[src/rtl/pps_pkg.sv]
package pps_pkg;
    typedef enum logic {PH_FILL = 1'b0, PH_DRAIN = 1'b1} phase_e;
endpackage

[src/rtl/pps_ctrl.sv]
module pps_ctrl
    import pps_pkg::*;
#(
    parameter int RDX_W  = 3,
    parameter int NPASS  = 2,
    parameter int PASS_W = 1,
    parameter int BLK_W  = 6,
    localparam int BLKC_W = (BLK_W > 0) ? BLK_W : 1
) (
    input  logic              clk_i,
    input  logic              rst_ni,
    input  logic              start_i,
    output logic              busy_o,
    output logic              done_o,
    output logic              psel_o,
    output logic [PASS_W-1:0] pass_o,
    output logic [BLKC_W-1:0] blk_o,
    output phase_e            ph_o,
    output logic [RDX_W-1:0]  grp_o
);
    localparam logic [BLKC_W-1:0] BLK_LAST  = (BLK_W > 0) ? {BLKC_W{1'b1}} : '0;
    localparam logic [PASS_W-1:0] PASS_LAST = PASS_W'(NPASS - 1);

    typedef struct packed {
        logic              busy;
        logic              done;
        logic              psel;
        logic [PASS_W-1:0] pass;
        logic [BLKC_W-1:0] blk;
        phase_e            ph;
        logic [RDX_W-1:0]  grp;
    } st_t;

    st_t st_d, st_q;

    always_comb begin
        st_d      = st_q;
        st_d.done = 1'b0;
        if (!st_q.busy) begin
            if (start_i) begin
                st_d.busy = 1'b1;
                st_d.pass = '0;
                st_d.blk  = '0;
                st_d.ph   = PH_FILL;
                st_d.grp  = '0;
            end
        end else begin
            st_d.grp = st_q.grp + 1'b1;
            if (&st_q.grp) begin
                if (st_q.ph == PH_FILL) begin
                    st_d.ph = PH_DRAIN;
                end else begin
                    st_d.ph = PH_FILL;
                    if (st_q.blk == BLK_LAST) begin
                        st_d.blk = '0;
                        if (st_q.pass == PASS_LAST) begin
                            st_d.busy = 1'b0;
                            st_d.done = 1'b1;
                            st_d.psel = ~st_q.psel;
                            st_d.pass = '0;
                        end else begin
                            st_d.pass = st_q.pass + 1'b1;
                        end
                    end else begin
                        st_d.blk = st_q.blk + 1'b1;
                    end
                end
            end
        end
    end

    always_ff @(posedge clk_i) begin
        if (!rst_ni) begin
            st_q <= '0;
        end else begin
            st_q <= st_d;
        end
    end

    assign busy_o = st_q.busy;
    assign done_o = st_q.done;
    assign psel_o = st_q.psel;
    assign pass_o = st_q.pass;
    assign blk_o  = st_q.blk;
    assign ph_o   = st_q.ph;
    assign grp_o  = st_q.grp;

    // completion pulse lasts one cycle
    p_done_single_r10: assert property (@(posedge clk_i) disable iff (!rst_ni)
        done_o |=> !done_o);
    // buffer roles swap with the pulse
    p_swap_on_done_r10: assert property (@(posedge clk_i) disable iff (!rst_ni)
        done_o |-> (psel_o != $past(psel_o)) && !busy_o);
    // a phase run is not cut short
    p_phase_run_r3: assert property (@(posedge clk_i) disable iff (!rst_ni)
        (busy_o && !(&grp_o)) |=> (busy_o && $stable(ph_o)));
    // start while busy does not restart the counters
    p_start_ignored_r2: assert property (@(posedge clk_i) disable iff (!rst_ni)
        (busy_o && start_i && grp_o == '0 && ph_o == PH_DRAIN) |=> (grp_o == RDX_W'(1)));
endmodule

[src/rtl/pps_cache_ctl.sv]
module pps_cache_ctl
    import pps_pkg::*;
#(
    parameter int RDX_W = 3
) (
    input  logic             clk_i,
    input  logic             rst_ni,
    input  logic             busy_i,
    input  phase_e           ph_i,
    input  logic [RDX_W-1:0] grp_i,
    output logic             cache_we_o,
    output logic             cache_re_o,
    output logic [RDX_W-1:0] cache_row_o,
    output logic             cache_xpose_o
);
    always_comb begin
        cache_we_o    = busy_i && (ph_i == PH_FILL);
        cache_re_o    = busy_i && (ph_i == PH_DRAIN);
        cache_row_o   = busy_i ? grp_i : '0;
        cache_xpose_o = cache_re_o;
    end

    // the cache port is never read and written in the same cycle
    p_cache_single_r7: assert property (@(posedge clk_i) disable iff (!rst_ni)
        !(cache_we_o && cache_re_o));
    // a drain run is preceded by the fill of the last row
    p_drain_after_fill_r7: assert property (@(posedge clk_i) disable iff (!rst_ni)
        $rose(cache_re_o) |-> ($past(cache_we_o) && $past(cache_row_o) == '1));
endmodule

[src/rtl/pps_addr_gen.sv]
module pps_addr_gen
    import pps_pkg::*;
#(
    parameter int ADDR_W = 12,
    parameter int RDX_W  = 3,
    parameter int PASS_W = 1,
    parameter int BLK_W  = 6,
    localparam int BLKC_W = (BLK_W > 0) ? BLK_W : 1,
    localparam int LANES  = 1 << RDX_W,
    localparam int NDIG   = ADDR_W / RDX_W,
    localparam int IN_W   = ADDR_W - RDX_W
) (
    input  logic                    active_i,
    input  logic [PASS_W-1:0]       pass_i,
    input  logic [BLKC_W-1:0]       blk_i,
    input  phase_e                  ph_i,
    input  logic [RDX_W-1:0]        grp_i,
    output logic [LANES*RDX_W-1:0]  bank_o,
    output logic [LANES*IN_W-1:0]   addr_o
);
    int pos_lane, pos_grp;

    always_comb begin
        pos_lane = NDIG - 1 - 2 * int'(pass_i);
        pos_grp  = NDIG - 2 - 2 * int'(pass_i);
        if (ph_i == PH_DRAIN) begin
            pos_lane = NDIG - 2 - 2 * int'(pass_i);
            pos_grp  = NDIG - 1 - 2 * int'(pass_i);
        end
    end

    for (genvar k = 0; k < LANES; k++) begin : g_lane
        logic [ADDR_W-1:0] word_d;
        logic [RDX_W-1:0]  skew_d;

        always_comb begin
            int bi;
            bi     = 0;
            word_d = '0;
            for (int d = 0; d < NDIG; d++) begin
                if (d == pos_lane) begin
                    word_d[d*RDX_W +: RDX_W] = RDX_W'(k);
                end else if (d == pos_grp) begin
                    word_d[d*RDX_W +: RDX_W] = grp_i;
                end else begin
                    word_d[d*RDX_W +: RDX_W] = blk_i[bi*RDX_W +: RDX_W];
                    bi = bi + 1;
                end
            end
            skew_d = '0;
            for (int d = 0; d < NDIG; d++) begin
                skew_d = skew_d + word_d[d*RDX_W +: RDX_W];
            end
        end

        assign bank_o[k*RDX_W +: RDX_W] = active_i ? skew_d : '0;
        assign addr_o[k*IN_W +: IN_W]   = active_i ? word_d[ADDR_W-1:RDX_W] : '0;
    end
endmodule

[src/rtl/ping_pong_cache_seq.sv]
module ping_pong_cache_seq
    import pps_pkg::*;
#(
    parameter int ADDR_W = 12,
    localparam int RDX_W  = 3,
    localparam int LANES  = 1 << RDX_W,
    localparam int NDIG   = ADDR_W / RDX_W,
    localparam int NPASS  = NDIG / 2,
    localparam int PASS_W = (NPASS > 1) ? $clog2(NPASS) : 1,
    localparam int BLK_W  = (NDIG - 2) * RDX_W,
    localparam int BLKC_W = (BLK_W > 0) ? BLK_W : 1,
    localparam int IN_W   = ADDR_W - RDX_W
) (
    input  logic                    clk_i,
    input  logic                    rst_ni,
    input  logic                    start_i,
    output logic                    busy_o,
    output logic                    done_o,
    output logic                    proc_buf_o,
    output logic                    fill_o,
    output logic                    drain_o,
    output logic [PASS_W:0]         stage_o,
    output logic                    main_re_o,
    output logic                    main_we_o,
    output logic [LANES*RDX_W-1:0]  lane_bank_o,
    output logic [LANES*IN_W-1:0]   lane_addr_o,
    output logic                    cache_re_o,
    output logic                    cache_we_o,
    output logic [RDX_W-1:0]        cache_row_o,
    output logic                    cache_xpose_o
);
    logic              busy_w;
    logic [PASS_W-1:0] pass_w;
    logic [BLKC_W-1:0] blk_w;
    phase_e            ph_w;
    logic [RDX_W-1:0]  grp_w;

    pps_ctrl #(.RDX_W(RDX_W), .NPASS(NPASS), .PASS_W(PASS_W), .BLK_W(BLK_W)) u_ctrl (
        .clk_i(clk_i), .rst_ni(rst_ni), .start_i(start_i),
        .busy_o(busy_w), .done_o(done_o), .psel_o(proc_buf_o),
        .pass_o(pass_w), .blk_o(blk_w), .ph_o(ph_w), .grp_o(grp_w)
    );

    pps_cache_ctl #(.RDX_W(RDX_W)) u_cache (
        .clk_i(clk_i), .rst_ni(rst_ni), .busy_i(busy_w), .ph_i(ph_w), .grp_i(grp_w),
        .cache_we_o(cache_we_o), .cache_re_o(cache_re_o),
        .cache_row_o(cache_row_o), .cache_xpose_o(cache_xpose_o)
    );

    pps_addr_gen #(.ADDR_W(ADDR_W), .RDX_W(RDX_W), .PASS_W(PASS_W), .BLK_W(BLK_W)) u_addr (
        .active_i(busy_w), .pass_i(pass_w), .blk_i(blk_w), .ph_i(ph_w), .grp_i(grp_w),
        .bank_o(lane_bank_o), .addr_o(lane_addr_o)
    );

    assign busy_o    = busy_w;
    assign fill_o    = busy_w && (ph_w == PH_FILL);
    assign drain_o   = busy_w && (ph_w == PH_DRAIN);
    assign main_re_o = fill_o;
    assign main_we_o = drain_o;
    assign stage_o   = busy_w ? {pass_w, ph_w == PH_DRAIN} : '0;

    logic [LANES-1:0] bank_hot;
    always_comb begin
        bank_hot = '0;
        for (int k = 0; k < LANES; k++) begin
            bank_hot[lane_bank_o[k*RDX_W +: RDX_W]] = 1'b1;
        end
    end

    // the eight operands never collide on a bank
    p_banks_distinct_r4: assert property (@(posedge clk_i) disable iff (!rst_ni)
        busy_o |-> ($countones(bank_hot) == LANES));
    // main memory and cache roles agree with the phase
    p_phase_roles_r3: assert property (@(posedge clk_i) disable iff (!rst_ni)
        busy_o |-> ((main_re_o && cache_we_o && !main_we_o && !cache_re_o) ||
                    (main_we_o && cache_re_o && !main_re_o && !cache_we_o)));
    // nothing is enabled while idle
    p_idle_quiet_r1: assert property (@(posedge clk_i) disable iff (!rst_ni)
        !busy_o |-> !(main_re_o || main_we_o || cache_re_o || cache_we_o));
endmodule

[config.mk]
export PLATFORM = sky130hd
export DESIGN_NAME = ping_pong_cache_seq
export DESIGN_NICKNAME = d
export VERILOG_FILES = /design/src/rtl/pps_pkg.sv /design/src/rtl/pps_ctrl.sv /design/src/rtl/pps_cache_ctl.sv /design/src/rtl/pps_addr_gen.sv /design/src/rtl/ping_pong_cache_seq.sv
export SDC_FILE = /design/constraint.sdc
export NUM_CORES = 1
export LEC_CHECK = 0
export ABC_AREA = 0
export BUFFER_PORTS_ARGS = -buffer_cell sky130_fd_sc_hd__buf_2
export CAP_MARGIN = 25
export CORE_ASPECT_RATIO = 0.75
export CORE_MARGIN = 1.5
export CORE_UTILIZATION = 35
export DETAILED_ROUTE_END_ITERATION = 10
export SLEW_MARGIN = 30
export SYNTH_ARGS = -nofsm -noshare
export SYNTH_HDL_FRONTEND = slang
export SYNTH_HIERARCHICAL = 1
export SYNTH_SLANG_ARGS = --single-unit
[constraint.sdc]
create_clock -name clk_i -period 8.04 [get_ports clk_i]
set_clock_uncertainty 0.15 [all_clocks]
set_input_delay 0.804 -clock clk_i [delete_from_list [all_inputs] [get_ports clk_i]]
set_output_delay 0.804 -clock clk_i [all_outputs]
set_load 0.1 [all_outputs]
Word level (Yosys, flattened, before mapping)
Index checks and enable logic that the tools add are counted.
{"block": "totals", "reg_bits": 14, "output_inout_bits": 111, "wordCells": 140}
{"block": "op_classes", "add_sub_neg": 31, "multipliers": 3, "n_eq_ne": 10, "shift": 3, "muxes": 73, "bitwise_logic": 2, "reduce_logical": 11}
{"op": "$mux 32", "n": 7}
{"op": "$mux 3", "n": 46}
{"op": "$eq 3x32->1 const A", "n": 4}
{"op": "$mul 32x3->32 const B", "n": 3}
{"op": "$shiftx 6x32->3", "n": 3}
{"op": "$add 3x3->3", "n": 24}
{"op": "$mux 9", "n": 8}
{"op": "$add 32x2->32 const B", "n": 2}
{"op": "$eq 2x32->1 const A", "n": 2}
{"op": "$logic_not 32->1", "n": 2}
{"op": "$mux 11", "n": 3}
{"op": "$reduce_and 7->1", "n": 2}
{"op": "$mux 10", "n": 1}
{"op": "$add 6x1->6 const B", "n": 1}
{"op": "$eq 6x6->1 const B", "n": 1}
{"op": "$mux 6", "n": 1}
{"op": "$ne 2x2->1 const B", "n": 3}
{"op": "$reduce_and 3->1", "n": 2}
{"op": "$sub 2x2->3 const A", "n": 2}
{"op": "$mux 1", "n": 5}
{"op": "$mux 4", "n": 1}
{"op": "$reduce_and 4->1", "n": 1}
{"op": "$add 3x1->3 const B", "n": 1}
{"op": "$logic_and 1x1->1", "n": 2}
{"op": "other kinds (5)", "n": 6}

Depth between registers and ports, before layout
{"block": "logic_depth", "word_depth": 17, "ltp_mapped": 16, "ltp_nobuf": 14}

By module
The synthesis kept the hierarchy.
{"module": "pps_addr_gen", "instances": 1, "cells_per_inst": 213, "area_per_inst_um2": 1664.1, "seq_area_each_um2": 0.0}
{"module": "pps_ctrl", "instances": 1, "cells_per_inst": 80, "area_per_inst_um2": 665.6, "seq_area_each_um2": 280.3}
{"module": "ping_pong_cache_seq", "instances": 1, "cells_per_inst": 6, "area_per_inst_um2": 45.0, "seq_area_each_um2": 0.0}
{"module": "pps_cache_ctl", "instances": 1, "cells_per_inst": 6, "area_per_inst_um2": 38.8, "seq_area_each_um2": 0.0}

Worst setup path after synthesis
No wires, ideal clock.
{"block": "synth_path", "path_kind": "reg-to-output", "from": "register u_ctrl.st_q (netlist bit u_ctrl/pass_o)", "to": "output lane_bank_o[14]", "arrival_time_ns": 5.055, "slack_ns": 2.031, "stages_incl_launch_ff": 16, "cell_sequence": "dfxtp_1 buf_4 clkinv_1 ha_1 ha_1 ha_1 nor4_1 nor2b_1 or2_1 o22ai_1 fa_1 inv_1 ha_1 xor2_1 or2_2 mux2i_1"}
{"block": "synth_via", "elab_chain_len": 17}
{"element": "from (decl)", "line": "pps_ctrl.sv:34", "source": "st_t st_d, st_q;"}
{"element": "from (signal assigned)", "line": "pps_ctrl.sv:76", "source": "st_q <= st_d;"}
{"element": "$sub 2x2->3 (on tied branches)"}
{"element": "$mux 32", "line": "pps_addr_gen.sv:26", "source": "if (ph_i == PH_DRAIN) begin"}
{"element": "$logic_not 32->1", "line": "pps_addr_gen.sv:43", "source": "end else if (d == pos_grp) begin"}
{"element": "$mux 1", "line": "pps_addr_gen.sv:43"}
{"element": "$mux 32", "line": "pps_addr_gen.sv:41", "source": "if (d == pos_lane) begin"}
{"element": "$add 32x2->32", "line": "pps_addr_gen.sv:47", "source": "bi = bi + 1;"}
{"element": "$mux 32", "line": "pps_addr_gen.sv:43"}
{"element": "$mux 32", "line": "pps_addr_gen.sv:41"}
{"element": "$add 32x2->32", "line": "pps_addr_gen.sv:47"}
{"element": "$mux 32", "line": "pps_addr_gen.sv:43"}
{"element": "$mux 32", "line": "pps_addr_gen.sv:41"}
{"element": "$mul 32x3->32", "line": "pps_addr_gen.sv:46", "source": "word_d[d*RDX_W +: RDX_W] = blk_i[bi*RDX_W +: RDX_W];"}
{"element": "$shiftx 6x32->3", "line": "pps_addr_gen.sv:46"}
{"element": "$mux 3", "line": "pps_addr_gen.sv:43"}
{"element": "$mux 3", "line": "pps_addr_gen.sv:41"}
{"element": "$add 3x3->3 (*)", "line": "pps_addr_gen.sv:52", "source": "skew_d = skew_d + word_d[d*RDX_W +: RDX_W];"}
{"element": "$mux 3 (*)", "line": "pps_addr_gen.sv:56", "source": "assign bank_o[k*RDX_W +: RDX_W] = active_i ? skew_d : '0;"}
{"element": "to (decl)", "line": "ping_pong_cache_seq.sv:25", "source": "output logic [LANES*RDX_W-1:0] lane_bank_o,"}
Mark *: on every way between the ends. The rest lies on a longest branch, timed or not.

Final worst setup path
{"block": "layout_path", "from": "register u_ctrl.st_q (netlist bit u_ctrl/pass_o)", "to": "output lane_bank_o[5]"}
The elaborated chain is that of the path after synthesis.

==> out/summary.md <==
• 10 — number of iterations in the first detailed-routing pass
• 0.7416 ns — Worst Max-Slew Pin Slew
• flop to output port — worst setup path category
• 0 — final slew viol count
• 8583 um — first-pass GRT wire length
• 6475 sq um — area of the placeable core
• 0 — Final Hold Fails
• 113 — total of buffers placed on input and output ports
• 290.0 uW — Total Power Consumption
• 0.8708 — final weighted congestion in routability-driven placement
• 39.92% — share of the core filled with cells in the final layout
• 0.25 ns — Worst-Skew Late Latency
• 1688 — via count of the first global-routing pass
• 58 — number of distinct library cells after synthesis
• 4.36 ns — CP arrival
• 0 — number of cells upsized or downsized after cts
• 0 — hold bufs inserted after CTS
• 370 — number of nets at the end of the flow
• 0.03525 mV — worst ir drop on vdd
• 66.11% — ratio of final minimum period to clock period
• 7.913 sq um — mean post-synth cell area
• 0 — final number of setup-violating endpoints
• 7408 sq um — die outline area
• 4.871 — routed via count divided by cell count
• u_ctrl/ph_o — origin of the critical flop-to-flop path
• 114 — boundary pin count
• false — setup repair after global routing missed its margin
• 41 — maximum number of pins on one net before global-route repair
• u_ctrl/pass_o — startpoint of the worst setup timing path
• flop — type of element launching the critical path
• 14.68% — global-route usage over all layers
• 0 — number of diodes
• 2 — buffers from clock root to sink, at most
• 7.102% — area growth from synthesis to final layout
• 421 — number of cells in the design after placement
• 0 — number of antenna-violating nets in the routed design
• 2530 sq um — Placed Instance Area
• 40.99% — fraction of layout instances using a drive strength above 1
• 0 — number of max-cap violations
• 14 — register bit count reported by yosys
• 2585 sq um — final instance area
• 1.399 nW — static leakage
• 7 — DRC violations left
• done — clock tree from TritonCTS
• 6 — YS warnings
• flop to flop — worst hold-check path type
• 0 — number of setup buffers added after CTS
• 0 — initial antenna violation count
• 305 — gate count of the mapped netlist
• 2.990 ns — worst setup timing slack at the placement stage
• 37.28% — starting utilization of the core area
• complete, but fails checks — status
• 11.61% — register area share after synthesis
• 2.725 ns — worst setup slack after layout
• 4429 um — hpwl dp
• 2414 sq um — cell area after synthesis
• 0.4142 ns — Worst Hold Slack
• 10 — critical-path maximum fanout
• 0% — Async S/R FF share, synth
• 50.49% — max-slew headroom at the worst pin
• 0 — global route overflow
• 5501 um — detailed-route wire length
• 0 — number of flops mapped to enable cells by yosys
• 5.315 ns — min Tclk post-route
• 103 — DR iter-0 viols
• 2070 — via count of the routed design
• sky130_fd_sc_hd__clkbuf_8 — CTS root buffer
• 98.89 um — Chip Width
• 112.2 nW/um^2 — power density over cell area
• 14 — total clock sinks
• u_ctrl/blk_o[1] — worst hold start
• 7.09 ns — Data required, critical path
• output port — Critical Path Sink Type
• 425 — final instance count without filler cells
• 74.92 um — height of the die
• 0 ns — setup TNS
• sky130_fd_sc_hd__dfxtp_1 — primary flip-flop cell chosen by synthesis mapping
• 1 — Clock H-tree levels
• 0.06 ns — clock transition time at the flip-flop clock pins of the worst setup and hold paths
• 25 — Std-Cell Rows
• DRC — violations in the final reports
• 12.94 um — routed len/inst
• 188.1 MHz — Peak Freq
• 3 — TritonCTS Buffers
## cells in the mapped netlist, drive strengths merged (2+ instances only)
cell type  count  area, sq um
nand4          2        12.51
nor2b          9        56.30
nor2          20        75.07
o21ai          6        30.03
a21oi         11        55.05
a21o           2        15.01
xor2           7        61.31
a31oi          2        12.51
nor4           2        18.77
nand3         10        50.05
ha            14        175.2
a22o           3        26.28
and2b          2        16.27
or2            5        31.28
xnor2          5        58.81
nand2b         3        18.77
mux4           2        48.80
a22oi          5        42.54
clkbuf         9        33.78
dfxtp         14        280.3
and2          22        142.6
and3           5        32.53
buf           72        535.5
or3            2        17.52
nor3           3        15.01
inv           13        48.80
o221a          2        22.52
fa             8        160.2
o22ai          2        18.77
mux2i         10        100.1
nand2         18        67.56
## final timing paths
check                           cells after the start               to  slack (ns)
worst max register to register                      4  u_ctrl/blk_o[3]        6.05
worst max-delay path                               15   lane_bank_o[5]        2.72
worst min-delay path                                2  u_ctrl/blk_o[1]        0.41
worst min register to register                      2  u_ctrl/blk_o[1]        0.41
## final cells by class
type / instances / area, sq um
repair buffers: 115 / 580.6
multi-input cells: 197 / 1515
inverters: 14 / 52.55
well taps: 81 / 101.3
fillers: 679 / 3890
clock buffers: 4 / 55.05
flip-flops and latches: 14 / 280.3
## registers in the layout (all words and copies together) (netlist names)
register       count
u_ctrl/blk_o       6
u_ctrl/grp_o       3
u_ctrl/busy_o      1
u_ctrl/done_o      1
u_ctrl/pass_o      1
u_ctrl/ph_o        1
u_ctrl/psel_o      1
## critical path, stage by stage, from the launching register on
cell and delay, ns:
sky130_fd_sc_hd__dfxtp_1 0.33, sky130_fd_sc_hd__clkinv_1 0.24, sky130_fd_sc_hd__ha_1 0.39, sky130_fd_sc_hd__ha_1 0.21, sky130_fd_sc_hd__ha_1 0.31, sky130_fd_sc_hd__nor4_1 0.38
sky130_fd_sc_hd__nor2b_1 0.21, sky130_fd_sc_hd__or2_1 0.14, sky130_fd_sc_hd__o22ai_1 0.13, sky130_fd_sc_hd__fa_1 0.55, sky130_fd_sc_hd__inv_1 0.04, sky130_fd_sc_hd__ha_1 0.18
sky130_fd_sc_hd__xor2_1 0.14, sky130_fd_sc_hd__or2_2 0.28, sky130_fd_sc_hd__mux2i_1 0.14, sky130_fd_sc_hd__buf_2 0.44
## cell families after synthesis
kind of cell | count (synthesis) | synth area share [%]
AO/OA/AOI/OAI | 43 | 13.22
XOR/XNOR | 12 | 4.977
adder cells (fa/ha/maj) | 22 | 13.89
buffers and inverters | 95 | 25.76
flip-flops | 14 | 11.61
multiplexers | 13 | 6.636
other | 1 | 0.1554
AND/OR/NAND/NOR | 105 | 23.74
## per-layer routing
metal / share of wire, % / GRT usage (%) / vias up
met1: 48 / 21.40 / 943
li1: - / - / 1039
met3: 8.6 / 3.900 / 0
met2: 43 / 22.22 / 88
met4: 0 / 2.222 / 0
met5: 0 / 0 / -
## power by group
group / leakage (nW) / switching, mW / internal [mW]
combinational: 1.26 / 0.128 / 0.0192
clock: 0.0288 / 0.0275 / 0.0434
sequential: 0.113 / 0.00155 / 0.0702
total: 1.40 / 0.157 / 0.133
## cells in the final DEF, fill, tap and decap left out, types with 4 or more instances in the layout
master                     instances
sky130_fd_sc_hd__and3_1            4
sky130_fd_sc_hd__clkbuf_8          4
sky130_fd_sc_hd__a22oi_1           4
sky130_fd_sc_hd__a21oi_1          11
sky130_fd_sc_hd__nand3_1          10
sky130_fd_sc_hd__mux2i_1          10
sky130_fd_sc_hd__ha_1             14
sky130_fd_sc_hd__inv_1            13
sky130_fd_sc_hd__o21ai_0           6
sky130_fd_sc_hd__xor2_1            7
sky130_fd_sc_hd__nor2b_1           9
sky130_fd_sc_hd__nand2_1          18
sky130_fd_sc_hd__nor2_1           20
sky130_fd_sc_hd__dfxtp_1          14
sky130_fd_sc_hd__fa_1              8
sky130_fd_sc_hd__and2_1           19
sky130_fd_sc_hd__or2_2             4
sky130_fd_sc_hd__buf_2           113
(Power assumes the default switching activity.)
